[src/rtl/uart_fmt_rx.sv]
module uart_fmt_rx #(
  parameter int OSR = 16,
  parameter logic [7:0] XON_CHAR = 8'h11,
  parameter logic [7:0] XOFF_CHAR = 8'h13
) (
  input  logic       clk,
  input  logic       rst_n,
  input  logic       os_tick,
  input  logic       rxd,
  input  logic [1:0] dbits,
  input  logic [2:0] par_mode,
  input  logic       fc_en,
  input  logic       evt_en,
  input  logic [7:0] evt_chr,
  output logic       out_valid,
  output logic [7:0] out_data,
  output logic       out_perr,
  output logic       out_ferr,
  output logic       out_brk,
  output logic       out_evt,
  output logic       tx_pause
);
  localparam int CW = $clog2(OSR);
  localparam logic [CW-1:0] MID  = CW'(OSR / 2 - 1);
  localparam logic [CW-1:0] LAST = CW'(OSR - 1);

  typedef enum logic [1:0] {IDLE, START, SHIFT, HOLD} st_t;
  st_t st;

  logic          s1, rxs, pbit, paused, pexp;
  logic [CW-1:0] cnt;
  logic [3:0]    idx;
  logic [7:0]    sh;

  wire       has_par  = (par_mode != 3'd0) && (par_mode <= 3'd4);
  wire [3:0] nd       = 4'd5 + {2'b00, dbits};
  wire [3:0] stop_idx = nd + {3'b000, has_par};
  wire       stop_now = os_tick && st == SHIFT && cnt == LAST && idx == stop_idx;

  always_comb begin
    case (par_mode)
      3'd1:    pexp = ^sh;
      3'd2:    pexp = ~^sh;
      3'd3:    pexp = 1'b1;
      3'd4:    pexp = 1'b0;
      default: pexp = pbit;
    endcase
  end

  wire perr    = pbit != pexp;
  wire ferr    = !rxs;
  wire is_brk  = sh == 8'h00 && !pbit && !rxs;
  wire clean   = !perr && !ferr;
  wire is_xon  = fc_en && clean && sh == XON_CHAR;
  wire is_xoff = fc_en && clean && sh == XOFF_CHAR;
  wire fwd     = stop_now && !is_brk && !is_xon && !is_xoff;

  always_ff @(posedge clk) begin
    if (!rst_n) begin
      s1  <= 1'b1;
      rxs <= 1'b1;
    end else begin
      s1  <= rxd;
      rxs <= s1;
    end
  end

  always_ff @(posedge clk) begin
    if (!rst_n) begin
      st   <= IDLE;
      cnt  <= '0;
      idx  <= '0;
      sh   <= '0;
      pbit <= 1'b0;
    end else if (os_tick) begin
      unique case (st)
        IDLE: if (!rxs) begin
          st   <= START;
          cnt  <= '0;
          sh   <= '0;
          pbit <= 1'b0;
        end
        START: if (cnt == MID) begin
          st  <= rxs ? IDLE : SHIFT;
          cnt <= '0;
          idx <= '0;
        end else cnt <= cnt + 1'b1;
        SHIFT: if (cnt == LAST) begin
          cnt <= '0;
          idx <= idx + 4'd1;
          if (idx < nd) sh[idx[2:0]] <= rxs;
          else if (idx == nd && has_par) pbit <= rxs;
          if (idx == stop_idx) st <= is_brk ? HOLD : IDLE;
        end else cnt <= cnt + 1'b1;
        HOLD: if (rxs) st <= IDLE;
      endcase
    end
  end

  always_ff @(posedge clk) begin
    if (!rst_n) begin
      out_valid <= 1'b0;
      out_data  <= '0;
      out_perr  <= 1'b0;
      out_ferr  <= 1'b0;
      out_brk   <= 1'b0;
      out_evt   <= 1'b0;
      paused    <= 1'b0;
    end else begin
      out_valid <= fwd;
      out_perr  <= fwd && perr;
      out_ferr  <= fwd && ferr;
      out_brk   <= stop_now && is_brk;
      out_evt   <= fwd && evt_en && sh == evt_chr;
      if (fwd) out_data <= sh;
      if (stop_now && is_xoff) paused <= 1'b1;
      else if (stop_now && is_xon) paused <= 1'b0;
    end
  end

  assign tx_pause = fc_en && paused;
endmodule

[config.mk]
export PLATFORM = sky130hd
export DESIGN_NAME = uart_fmt_rx
export DESIGN_NICKNAME = d
export VERILOG_FILES = /design/src/rtl/uart_fmt_rx.sv
export SDC_FILE = /design/constraint.sdc
export NUM_CORES = 1
export LEC_CHECK = 0
export BUFFER_PORTS_ARGS = -buffer_cell sky130_fd_sc_hd__buf_4
export CAP_MARGIN = 0
export CELL_PAD_IN_SITES_DETAIL_PLACEMENT = 0
export CELL_PAD_IN_SITES_GLOBAL_PLACEMENT = 2
export CORE_ASPECT_RATIO = 0.8
export CORE_MARGIN = 5
export CORE_UTILIZATION = 32
export CTS_BUF_LIST = sky130_fd_sc_hd__clkbuf_4
export DETAILED_ROUTE_END_ITERATION = 16
export GPL_TIMING_DRIVEN = 1
export PLACE_DENSITY = 0.79
export SYNTH_ARGS = -nofsm -noshare
export SYNTH_HDL_FRONTEND = slang
export SYNTH_SLANG_ARGS = --single-unit
[constraint.sdc]
create_clock -name clk -period 2.8 [get_ports clk]
set_clock_uncertainty 0.1 [all_clocks]
set_input_delay 0.56 -clock clk [delete_from_list [all_inputs] [get_ports clk]]
set_output_delay 0.56 -clock clk [all_outputs]
set_load 0.005 [all_outputs]
==> impl_metrics.json <==
{
  "min_path_type": "input port to flop",
  "grt_max_degree": 22,
  "mostFrequentLayoutCell": "buf_4",
  "antenna_left": 0,
  "io_pins": 33,
  "max_slew_margin_pct": 66.18,
  "timing.fmax_ghz": 0.3786,
  "start_util_pct": 32.58,
  "power.density_nw_per_um2": 362.9,
  "critPathRequiredTime_ns": 2.98,
  "status": "finished, final reports clean",
  "coreArea_um2": 6824,
  "vias": 1903,
  "fin_crit_ns": 2.641,
  "cts_buffers": 5,
  "worstPathMaxFanout": 3,
  "crit_arrival_ns": 2.82,
  "holdBufCountCts": 0,
  "synth_cells": 259,
  "cts_root_buffer": "clkbuf_4",
  "synth_cell_types": 52,
  "die_h_um": 84.56,
  "grt-ovfl-total": 0,
  "hold_start": "rxd",
  "worstSetupEndpointType": "flop",
  "finalSetupViolCount": 0,
  "drt_pass1_iterations": 4,
  "final-max-slew-violation-count": 0,
  "syn_nets": 298,
  "synth_edf_count": 0,
  "die_area_um2": 8726,
  "ys_seq_area_share_pct": 31.51,
  "reg2reg_from": "sh[0]",
  "clkTransAtPathRegs_ns": 0.11,
  "gp_congestion": 0.7695,
  "clock-sinks": 35,
  "portBuffers": 32,
  "leakage_nw": 1.122,
  "synth.avg_cell_area_um2": 8.584,
  "drt_iter0_markers": 67,
  "finalNetCount": 342,
  "grt_usage_pct": 12.97,
  "die_w_um": 103.2,
  "finish.instance_area_um2": 2734,
  "syn_area_um2": 2223,
  "core.rowCount": 27,
  "hpwl_um": 4209,
  "dpl_cell_area_um2": 2621,
  "drive_above_1_share_pct": 24.01,
  "cts_tree": "built",
  "worst_slew_pin_slew_ns": 0.5021,
  "antenna_found_initial": 0,
  "async_flop_share_pct": 0,
  "cap_violations": 0,
  "routed_wl_um": 5401,
  "startpoint": "par_mode[0]",
  "synth-seq-cells": 35,
  "drt-wirelength-per-cell_um": 13.81,
  "period_share_pct": 94.32,
  "vdd_drop_max_v": 0.0001493,
  "cts.path.max_buffers": 2,
  "area_growth_pct": 22.96,
  "grt_pass1_wl_um": 9052,
  "layout_common_cells": "46 x buf_4, 35 x dfxtp_1, 25 x nand2_1, 23 x nor2_1, 20 x inv_1",
  "synth_top_flop_cell": "dfxtp_1",
  "power_uw": 992.1,
  "htreeDepth": 2,
  "fillerInstances": 719,
  "drc": 0,
  "hold_viol_final": 0,
  "vias_per_cell": 4.867,
  "grt_pass1_vias": 1803,
  "start_kind": "input port",
  "yosysWarnings": 0,
  "n_antenna_cell": 0,
  "clock_latency_ns": 0.35,
  "path_class": "input port to flop"
}
==> cell usage after synthesis (2+ instances only) <==
cell type	count	area, um2
a21o_1	2	15.01
a21oi_1	11	55.05
a31o_2	5	43.79
a31oi_1	9	56.30
a41o_1	2	20.02
and2_1	2	12.51
buf_6	4	45.04
clkbuf_1	5	18.77
dfxtp_1	35	700.7
ha_1	19	237.7
inv_1	20	75.07
mux2i_1	9	90.09
nand2_1	25	93.84
nand2b_1	4	25.02
nand3_1	11	55.05
nand4_1	3	18.77
nand4bb_1	2	22.52
nor2_1	24	90.09
nor2b_1	6	37.54
nor3_1	4	20.02
nor4_1	2	12.51
o211ai_1	2	15.01
o21a_1	3	22.52
o21ai_0	6	30.03
o31ai_1	4	30.03
or2_2	2	12.51
xnor2_1	9	78.83
xor2_1	5	43.79
==> repair_timing <==
action | CTS | global route
setup buffers | 0 | 1
endpoints found under the setup margin | 0 | 12
resized for setup | 0 | 4
==> per-layer routing <==
metal | up-vias | share of wire (%) | GRT usage, %
li1 | 1003 | - | -
met1 | 873 | 54 | 20.09
met2 | 21 | 41 | 18.17
met3 | 6 | 3.4 | 2.741
met5 | - | 0 | 0
met4 | 0 | 1.1 | 2.824
==> final cells by class <==
type	instances	area, um2	share of cell area (%)
multi-input combinational	194	1399	51.17
sequential	35	700.7	25.63
timing repair buffer	47	365.4	13.36
tap	87	108.9	3.982
inverter	20	75.07	2.746
clock inverter	3	47.55	1.739
clock buffer	5	37.54	1.373
==> path summary, 6_finish.rpt <==
kind                            slack [ns]  cells after the start           to
worst max-delay path                  0.16                     13      out_evt
worst min-delay path                  0.30                      2           s1
worst max register to register        0.44                      9  out_data[7]
worst min register to register        0.33                      1          rxs
==> registers in the layout (all words and copies together) (netlist names), 2 cells and up <==
register and count:
cnt 4, idx 4, out_data 8, sh 8, st 2
==> through the flow <==
stage               setup WS (ns)  hold WS, ns  cells  setup TNS [ns]  util [%]
finish                     0.1589       0.3014    391               0     40.06
global route            -0.005205       0.3081    391       -0.005205     40.06
detailed placement        -0.3045       0.3089    382          -3.465     38.41
floorplan                0.007235       0.2863    259               0         -
global placement          -0.2489       0.3028    382          -3.080     38.41
CTS                       0.04431       0.2937    390               0     39.66
==> report_power, final <==
| group | switching (mW) | total, mW | internal (mW) | leakage (nW) |
|---|---|---|---|---|
| sequential | 0.00187 | 0.502 | 0.500 | 0.282 |
| clock | 0.199 | 0.391 | 0.192 | 0.0458 |
| combinational | 0.0514 | 0.0989 | 0.0474 | 0.794 |
| total | 0.252 | 0.992 | 0.740 | 1.12 |
==> worst max-delay path, cell delays in order <==
cell,delay [ns]
buf_4,0.12
nor2_4,0.13
xnor2_2,0.13
ha_1,0.17
inv_1,0.05
fa_1,0.49
xor2_1,0.15
o211ai_1,0.16
nor2_1,0.20
buf_4,0.14
nand3_1,0.10
a31o_2,0.26
nor3_2,0.15
==> cells by family after synthesis <==
logic type / after synthesis / share of synthesized area [%]
DFF: 35 / 31.51
buffers and inverters: 30 / 6.471
xor gates and xnor gates: 14 / 5.515
AOI/OAI and AO/OA: 55 / 18.06
adders and majority gates: 20 / 11.59
muxes: 10 / 4.558
and+or+nand+nor: 95 / 22.29
No activity file was read; power rests on OpenSTA's default activity.
